`config.mk`:
```
export PLATFORM = sky130hd
export DESIGN_NAME = twi_cmd_front
export DESIGN_NICKNAME = d
export VERILOG_FILES = /design/src/rtl/twi_cmd_pkg.sv /design/src/rtl/twi_line_sync.sv /design/src/rtl/twi_ctrl_fsm.sv /design/src/rtl/twi_cmd_front.sv
export SDC_FILE = /design/constraint.sdc
export NUM_CORES = 1
export LEC_CHECK = 0
export CAP_MARGIN = 20
export CORE_ASPECT_RATIO = 0.75
export CORE_MARGIN = 3
export CORE_UTILIZATION = 36
export DETAILED_ROUTE_END_ITERATION = 16
export PLACE_DENSITY_LB_ADDON = 0.2
export SYNTH_ARGS = -nofsm -noshare
export SYNTH_HDL_FRONTEND = slang
export SYNTH_SLANG_ARGS = --single-unit
```
`constraint.sdc`:
```
create_clock -name clk -period 1.7 [get_ports clk]
set_clock_uncertainty 0.15 [all_clocks]
set_input_delay 0.17 -clock clk [delete_from_list [all_inputs] [get_ports clk]]
set_output_delay 0.17 -clock clk [all_outputs]
set_load 0.02 [all_outputs]
```
`src/rtl/twi_cmd_pkg.sv`:
```
package twi_cmd_pkg;

  localparam int BYTE_W = 8;
  localparam int CODE_W = 4;
  localparam int CMD_W  = 3;

  typedef enum logic [CMD_W-1:0] {
    CMD_FUSE   = 3'b000,
    CMD_READ   = 3'b001,
    CMD_WRITE  = 3'b010,
    CMD_ASSIGN = 3'b100,
    CMD_CLEAR  = 3'b110
  } cmd_e;

  typedef enum logic [2:0] {
    ST_IDLE,
    ST_SHIFT,
    ST_BYTE8,
    ST_ACK,
    ST_SKIP
  } fsm_e;

  function automatic logic cmd_is_legal(input logic [CMD_W-1:0] c);
    case (c)
      CMD_FUSE, CMD_READ, CMD_WRITE, CMD_ASSIGN, CMD_CLEAR: return 1'b1;
      default: return 1'b0;
    endcase
  endfunction

  function automatic logic ctrl_byte_ok(input logic [BYTE_W-1:0] b,
                                        input logic [CODE_W-1:0] code);
    return (b[BYTE_W-1 -: CODE_W] == code) && cmd_is_legal(b[CMD_W-1:0]);
  endfunction

endpackage

```
`src/rtl/twi_line_sync.sv`:
```
module twi_line_sync #(
  parameter int   STAGES  = 2,
  parameter int   LINES   = 2,
  parameter logic RST_VAL = 1'b1
) (
  input  logic             clk,
  input  logic             rst_n,
  input  logic [LINES-1:0] d_i,
  output logic [LINES-1:0] lvl_o,
  output logic [LINES-1:0] prev_o
);

  for (genvar g = 0; g < LINES; g++) begin : g_line
    logic [STAGES:0] pipe;
    always_ff @(posedge clk or negedge rst_n) begin
      if (!rst_n) pipe <= {(STAGES+1){RST_VAL}};
      else        pipe <= {pipe[STAGES-1:0], d_i[g]};
    end
    assign lvl_o[g]  = pipe[STAGES-1];
    assign prev_o[g] = pipe[STAGES];
  end

endmodule

```
`src/rtl/twi_ctrl_fsm.sv`:
```
module twi_ctrl_fsm
  import twi_cmd_pkg::*;
#(
  parameter logic [CODE_W-1:0] CTRL_CODE = 4'b0110
) (
  input  logic             clk,
  input  logic             rst_n,
  input  logic             scl_lvl,
  input  logic             scl_prev,
  input  logic             sda_lvl,
  input  logic             sda_prev,
  output logic             sda_oe_o,
  output logic             cmd_valid_o,
  output logic [CMD_W-1:0] cmd_code_o,
  output logic             out_en_o
);

  localparam int CNT_W = $clog2(BYTE_W);
  localparam logic [CNT_W-1:0] LAST_BIT = CNT_W'(BYTE_W - 1);

  fsm_e              state;
  logic [CNT_W-1:0]  bit_cnt;
  logic [BYTE_W-1:0] shreg;

  // Named bus events, visible to the assertions below
  logic scl_rise, scl_fall, start_evt, stop_evt, byte_full, byte_ok;
  assign scl_rise  = scl_lvl & ~scl_prev;
  assign scl_fall  = ~scl_lvl & scl_prev;
  assign start_evt = scl_lvl & scl_prev & sda_prev & ~sda_lvl;
  assign stop_evt  = scl_lvl & scl_prev & ~sda_prev & sda_lvl;
  assign byte_full = (state == ST_BYTE8);
  assign byte_ok   = ctrl_byte_ok(shreg, CTRL_CODE);

  always_ff @(posedge clk or negedge rst_n) begin
    if (!rst_n) begin
      state       <= ST_IDLE;
      bit_cnt     <= '0;
      shreg       <= '0;
      sda_oe_o    <= 1'b0;
      cmd_valid_o <= 1'b0;
      cmd_code_o  <= '0;
      out_en_o    <= 1'b0;
    end else begin
      cmd_valid_o <= 1'b0;
      if (start_evt) begin
        state    <= ST_SHIFT;
        bit_cnt  <= '0;
        sda_oe_o <= 1'b0;
      end else if (stop_evt) begin
        state    <= ST_IDLE;
        sda_oe_o <= 1'b0;
      end else begin
        case (state)
          ST_SHIFT: if (scl_rise) begin
            shreg <= {shreg[BYTE_W-2:0], sda_lvl};
            if (bit_cnt == LAST_BIT) state <= ST_BYTE8;
            else                     bit_cnt <= bit_cnt + 1'b1;
          end
          ST_BYTE8: if (scl_fall) begin
            if (byte_ok) begin
              state    <= ST_ACK;
              sda_oe_o <= 1'b1;
            end else begin
              state <= ST_SKIP;
            end
          end
          ST_ACK: if (scl_fall) begin
            sda_oe_o    <= 1'b0;
            cmd_valid_o <= 1'b1;
            cmd_code_o  <= shreg[CMD_W-1:0];
            out_en_o    <= shreg[CMD_W];
            state       <= ST_SKIP;
          end
          default: ;
        endcase
      end
    end
  end


  cmd_pulse_chk: assert property (@(posedge clk) disable iff (!rst_n)
    cmd_valid_o |=> !cmd_valid_o);


  cmd_after_ack_chk: assert property (@(posedge clk) disable iff (!rst_n)
    cmd_valid_o |-> $past(sda_oe_o));


  ack_rise_chk: assert property (@(posedge clk) disable iff (!rst_n)
    $rose(sda_oe_o) |-> ($past(scl_fall) && $past(byte_full)));


  ack_hold_chk: assert property (@(posedge clk) disable iff (!rst_n)
    (sda_oe_o && !scl_fall && !start_evt && !stop_evt) |=> sda_oe_o);


  ack_code_chk: assert property (@(posedge clk) disable iff (!rst_n)
    $rose(sda_oe_o) |-> (shreg[BYTE_W-1 -: CODE_W] == CTRL_CODE));


  ack_cmd_chk: assert property (@(posedge clk) disable iff (!rst_n)
    $rose(sda_oe_o) |-> cmd_is_legal(shreg[CMD_W-1:0]));


  restart_chk: assert property (@(posedge clk) disable iff (!rst_n)
    start_evt |=> (state == ST_SHIFT && bit_cnt == '0 && !sda_oe_o));

endmodule

```
`src/rtl/twi_cmd_front.sv`:
```
module twi_cmd_front
  import twi_cmd_pkg::*;
#(
  parameter int                SYNC_STAGES = 2,
  parameter logic [CODE_W-1:0] CTRL_CODE   = 4'b0110,
  parameter int                ID_W        = 8,
  parameter int                SN_W        = 48,
  localparam int               SN_BYTES    = SN_W / BYTE_W,
  localparam int               SEL_W       = $clog2(SN_BYTES)
) (
  input  logic              clk,
  input  logic              rst_n,
  input  logic              scl_i,
  input  logic              sda_i,
  output logic              sda_oe_o,
  output logic              cmd_valid_o,
  output logic [CMD_W-1:0]  cmd_code_o,
  output logic              out_en_o,
  input  logic              id_we_i,
  input  logic [ID_W-1:0]   id_wdata_i,
  output logic [ID_W-1:0]   id_o,
  input  logic [SN_W-1:0]   serial_i,
  input  logic [SEL_W-1:0]  ser_sel_i,
  output logic [BYTE_W-1:0] ser_byte_o
);

  logic [1:0] line_lvl, line_prev;

  twi_line_sync #(.STAGES(SYNC_STAGES), .LINES(2), .RST_VAL(1'b1)) u_sync (
    .clk    (clk),
    .rst_n  (rst_n),
    .d_i    ({scl_i, sda_i}),
    .lvl_o  (line_lvl),
    .prev_o (line_prev)
  );

  twi_ctrl_fsm #(.CTRL_CODE(CTRL_CODE)) u_fsm (
    .clk         (clk),
    .rst_n       (rst_n),
    .scl_lvl     (line_lvl[1]),
    .scl_prev    (line_prev[1]),
    .sda_lvl     (line_lvl[0]),
    .sda_prev    (line_prev[0]),
    .sda_oe_o    (sda_oe_o),
    .cmd_valid_o (cmd_valid_o),
    .cmd_code_o  (cmd_code_o),
    .out_en_o    (out_en_o)
  );

  // Volatile identity register
  always_ff @(posedge clk or negedge rst_n) begin
    if (!rst_n)       id_o <= '0;
    else if (id_we_i) id_o <= id_wdata_i;
  end

  // Byte view of the fixed serial number
  always_comb begin
    ser_byte_o = '0;
    for (int k = 0; k < SN_BYTES; k++)
      if (ser_sel_i == SEL_W'(k)) ser_byte_o = serial_i[k*BYTE_W +: BYTE_W];
  end


  id_load_chk: assert property (@(posedge clk) disable iff (!rst_n)
    id_we_i |=> (id_o == $past(id_wdata_i)));

endmodule

```
**Word level (Yosys, flattened, before mapping)**

Index checks and enable logic that the tools add are counted.

- Memories kept: 0
- Output and inout bits: 22
- Bits in latches: 0
- ROM bits: 0
- Logic and storage cells: 88
- Bits in registers: 34
- Memory bits (writable): 0

- Bitwise operators: 13
- Multiply operators: 0
- Reduce and logical (&&, ||, !) cells: 13
- Shifts and indexed selects: 0
- $add $sub $neg: 1
- Equal/unequal tests: 21
- Div/mod/pow operators: 0
- Multiplexer cells: 30
- Order comparisons: 0

Operator list:

| cell | number |
|---|---|
| $mux 8 | 6 |
| $mux 3 | 12 |
| $ne 4x1->1 const B | 4 |
| $reduce_and 4->1 | 4 |
| $eq 3x2->1 const B | 5 |
| $eq 3x3->1 const B | 5 |
| $mux 1 | 10 |
| $eq 3x1->1 const B | 3 |
| $pmux 3 s3 | 1 |
| $and 1x1->1 | 7 |
| $logic_not 3->1 | 2 |
| $not 1->1 | 6 |
| $reduce_and 5->1 | 1 |
| $reduce_bool 5->1 | 1 |
| $reduce_or 5->1 | 1 |
| $eq 4x3->1 const B | 1 |
| $ne 2x1->1 const B | 2 |
| $ne 4x2->1 const B | 1 |
| $reduce_bool 2->1 | 2 |
| $reduce_bool 4->1 | 1 |
| $add 3x1->3 const B | 1 |
| $pmux 1 s2 | 1 |
| $logic_and 1x1->1 | 1 |

**Longest topological paths before layout**

- Depth after elaboration: 9
- Depth in mapped cells: 5
- Mapped depth without buffers: 5

**Cells and area by module**

A second synthesis with hierarchy kept.

- Cell total of the unflattened synthesis: 142
- Area total of the unflattened synthesis: 1833.0 um^2

By module, submodules not included:

| module | cells each | seq. area each (um^2) | times used | area each (um^2) |
|---|---|---|---|---|
| twi_ctrl_fsm | 68 | 500.5 | 1 | 892.1 |
| twi_cmd_front | 64 | 200.2 | 1 | 753.2 |
| twi_line_sync | 10 | 157.7 | 1 | 187.7 |

**Worst setup path after synthesis**

Ideal clock, no wire load.

- Path type: register to register
- Start point: register u_fsm.bit_cnt[0]
- End point: register u_fsm.state[0]
- Setup slack: -0.025 ns
- Arrival time: 1.450 ns
- Data required time: 1.425 ns
- Stages on the path, launching flop included: 6
- Buffers on the path: 0
- Period minus slack after synthesis: 1.725 ns
- Path through: dfrtp_1 > ha_1 > ha_1 > a31oi_2 > nor2b_4 > mux2_4

- Word-level cells in the longest chain between the ends: 3

RTL lines:

| item | line | source |
|---|---|---|
| from (decl) | twi_ctrl_fsm.sv:22 | `logic [CNT_W-1:0] bit_cnt;` |
| from (signal assigned) | twi_ctrl_fsm.sv:57 | `else bit_cnt <= bit_cnt + 1'b1;` |
| $eq 3x3->1 | twi_ctrl_fsm.sv:56 | `if (bit_cnt == LAST_BIT) state <= ST_BYTE8;` |
| $ne 4x1->1 (no source line) | - |  |
| $reduce_and 5->1 (no source line) | - |  |
| to (signal assigned) | twi_ctrl_fsm.sv:56 |  |
| to (signal assigned) | twi_ctrl_fsm.sv:61 | `state <= ST_ACK;` |
| to (signal assigned) | twi_ctrl_fsm.sv:64 | `state <= ST_SKIP;` |
| to (decl) | twi_ctrl_fsm.sv:21 | `fsm_e state;` |

Every way passes these cells.
A chain may end at the register's enable or synchronous reset.

**Worst setup path after layout**

- Start point: register u_sync.g_line[1].pipe[1]
- End point: register u_fsm.state[0]

- Word-level cells in the longest chain between the ends: 5
- Elaborated cells on any way between the ends: 16

RTL lines:

| item | line | source |
|---|---|---|
| from (decl) | twi_line_sync.sv:14 | `logic [STAGES:0] pipe;` |
| from (signal assigned) | twi_line_sync.sv:16 | `if (!rst_n) pipe <= {(STAGES+1){RST_VAL}};` |
| from (signal assigned) | twi_line_sync.sv:17 | `else pipe <= {pipe[STAGES-1:0], d_i[g]};` |
| $and 1x1->1 | twi_ctrl_fsm.sv:29, twi_ctrl_fsm.sv:30 |  |
| $and 1x1->1 (on tied branches) (2 in series) | twi_ctrl_fsm.sv:30, twi_ctrl_fsm.sv:29 |  |
| $ne 4x1->1 (no source line) (tied with other cells) | - |  |
| $reduce_and 5->1 (no source line) or $mux 3 (tied branches) | - |  |
| to (signal assigned) | twi_ctrl_fsm.sv:36 | `state <= ST_IDLE;` |
| to (signal assigned) | twi_ctrl_fsm.sv:46 | `state <= ST_SHIFT;` |
| to (signal assigned) | twi_ctrl_fsm.sv:50 | `state <= ST_IDLE;` |

Several ways; a longest one is shown, not always the timed one.

==> results.sh <==
export IMPL_core_mm2=0.00460
export IMPL_dp_hpwl_um=4020
export IMPL_post_dp_cell_area_mm2=0.00278
export IMPL_syn_area_mm2=0.00176
export IMPL_p_leak_nw=1.28
export IMPL_ys_seq_area_frac=0.488
export IMPL_cp_start_kind="register"
export IMPL_grtUsageTotal=0.189
export IMPL_first_iter_violations=92
export IMPL_clock_sinks=34
export IMPL_power_density_mw_per_mm2=684
export IMPL_utilization=0.632
export IMPL_synth_nets=218
export IMPL_ys_warn_count=0
export IMPL_fin_crit_sh=0.995
export IMPL_fmaxAchievable_mhz=591
export IMPL_ctsHoldBuffers=0
export IMPL_synth_edf_count=0
export IMPL_clk_latency_ns=0.28
export IMPL_rows=21
export IMPL_slowest_delay_ns=0.59
export IMPL_gp_congestion=0.829
export IMPL_num_fill_cells=391
export IMPL_synth_cell_types=39
export IMPL_dp_cells=302
export IMPL_rsz0062_at_grt="yes"
export IMPL_slew_viol_final=0
export IMPL_peakVddDrop_mv=0.421
export IMPL_path_buf_inv=0
export IMPL_period_needed_ns=1.69
export IMPL_crit_path_cell_trace="and4bb_4 > a31oi_4 > nor2b_4 > mux2_4"
export IMPL_ant_nets=0
export IMPL_layout_drive_gt1_share=0.266
export IMPL_io_buffer_count=85
export IMPL_required_ns=1.72
export IMPL_wl_um=5160
export IMPL_grt_max_degree=35
export IMPL_maxSlewHeadroom=0.724
export IMPL_dr_pass1_iters=4
export IMPL_initial_core_util=0.383
export IMPL_grt_pass1_vias=1562
export IMPL_cts_root_buf="clkbuf_8"
export IMPL_n_antenna_cell=0
export IMPL_die_h_um=66.5
export IMPL_async_flop_share=1.00
export IMPL_postSynthAreaPerCell_um2=11.6
export IMPL_wl_per_cell_um=16.5
export IMPL_finalSetupViolCount=0
export IMPL_antenna_found_initial=0
export IMPL_die_w_um=86.7
export IMPL_drc=0
export IMPL_clk_pin_slew_ns=0.07
export IMPL_nNetsFinal=321
export IMPL_ys_top_cells_by_area="dfrtp_1, mux2i_1, dfstp_2"
export IMPL_stdcell_count=313
export IMPL_vias_per_cell=5.04
export IMPL_critical_path_peak_fanout=5
export IMPL_fin_tns_setup_ns=0
export IMPL_worstMarginPinSlew_ns=0.414
export IMPL_outcome="completed"
export IMPL_cp_top_family="flip-flops"
export IMPL_num_io_pins=86
export IMPL_fin_area_mm2=0.00291
export IMPL_crit_type="reg2reg"
export IMPL_final_cell_mix="clkdlybuf4s50_1, dfrtp_1, buf_4"
export IMPL_synth_top_area_share=0.398
export IMPL_hold_viol=0
export IMPL_cts_tree="done"
export IMPL_maxCapViolations=0
export IMPL_cp_arrival_ns=1.71
export IMPL_clockBufferDepth=2
export IMPL_slowest_stage="dfstp_2"
export IMPL_die_area_mm2=0.00577
export IMPL_synth_top_area_cell="dfrtp_1"
export IMPL_syn_inst=152
export IMPL_grt_pass1_wl_um=8210
export IMPL_worstSetupEndpointType="register"
export IMPL_h_tree_depth=2
export IMPL_ys_flop_type="dfrtp_1"
export IMPL_cts_buffers_inserted=5
export IMPL_min_path_type="in2async"
export IMPL_synth_seq_cells=34
export IMPL_overflow=0
export IMPL_num_vias=1579
export IMPL_rrSetupSlack_ns=0.008
export IMPL_layout_commonest_cell="clkdlybuf4s50_1"
export IMPL_area_growth_pct=65.2
[timing repair]
action                                  4_1_cts  5_1_grt
endpoints found under the setup margin        9       17
buffers inserted                              1        0
gates cloned                                  1        1
pin swaps                                     0        3
gates resized for setup                      52        8
[cell type report]
type	count	area, um2	area share
clock inverter	1	5.00	0.00172
multi-input combinational	109	921	0.317
inverter	3	11.3	0.00387
clock buffer	7	86.3	0.0297
tap	57	71.3	0.0245
timing repair buffer	102	953	0.328
sequential	34	858	0.295
[synthesized netlist by cell type (2+ instances only)]
master,instances
dfstp_2,6
inv_1,2
mux2_2,13
nor3_1,2
mux2i_1,16
nor2_1,12
buf_2,3
mux2_1,7
ha_1,2
o221ai_1,8
dfrtp_1,28
o21ai_1,2
clkbuf_1,3
nand2_1,14
a21oi_1,10
[per-stage QoR]
step           worst slack [ns]  hold WS (ns)  total power [mW]
3_5_place_dp             -0.618         0.197              1.41
3_3_place_gp             -0.612         0.196              1.40
2_1_floorplan            0.0101        -0.276              1.11
5_1_grt                 -0.0336         0.144              2.10
6_report                0.00782         0.128              1.99
4_1_cts               0.0000107         0.134              2.01
[flip-flops by register name, summed over array words and instances, names as in the netlist]
signal / cells
id_o: 8
u_fsm.shreg: 8
u_sync.g_line.pipe: 6
u_fsm.bit_cnt: 3
u_fsm.cmd_code_o: 3
u_fsm.state: 3
u_fsm.cmd_valid_o: 1
u_fsm.out_en_o: 1
u_fsm.sda_oe_o: 1
[kinds of logic (layout without fill, tap and decap cells)]
family | after synthesis | in the layout | share of synthesized area
DFF | 34 | 34 | 0.488
adders and majority gates | 2 | 2 | 0.0142
buffers and inverters | 10 | 113 | 0.0235
muxes | 37 | 37 | 0.228
xor gates and xnor gates | 2 | 2 | 0.00996
and+or+nand+nor | 41 | 42 | 0.136
AOI/OAI and AO/OA | 26 | 26 | 0.101
[where the power goes]
part           internal (mW)  total, mW  switching (mW)
clock                  0.326      0.599           0.273
combinational          0.290      0.480           0.190
sequential             0.867      0.908          0.0418
total                   1.48       1.99           0.504
[per-layer routing]
layer / wire length (um) / part of all wire / GRT usage
met1: 2550 / 0.49 / 0.275
met2: 2270 / 0.44 / 0.280
met3: 316 / 0.061 / 0.0519
met4: 23 / 0.0045 / 0.0409
met5: 0 / 0 / 0
[worst register-to-register path, cell delays in order (launching register included)]
cell and delay, ns:
dfstp_2 0.59, and4bb_4 0.24, a31oi_4 0.15, nor2b_4 0.16
mux2_4 0.29
[final timing paths]
path                                          start                        to  cells after the start
max                        u_sync.g_line[1].pipe[1]            u_fsm.state[0]                      4
min                                           rst_n            u_fsm.sda_oe_o                      2
max reg2reg                u_sync.g_line[1].pipe[1]            u_fsm.state[0]                      4
min reg2reg                u_sync.g_line[1].pipe[0]  u_sync.g_line[1].pipe[1]                      0
max in group asynchronous                     rst_n  u_sync.g_line[1].pipe[2]                      2
min in group clk                              scl_i  u_sync.g_line[1].pipe[0]                      1
Note: power is estimated with default switching activity, not from simulation.
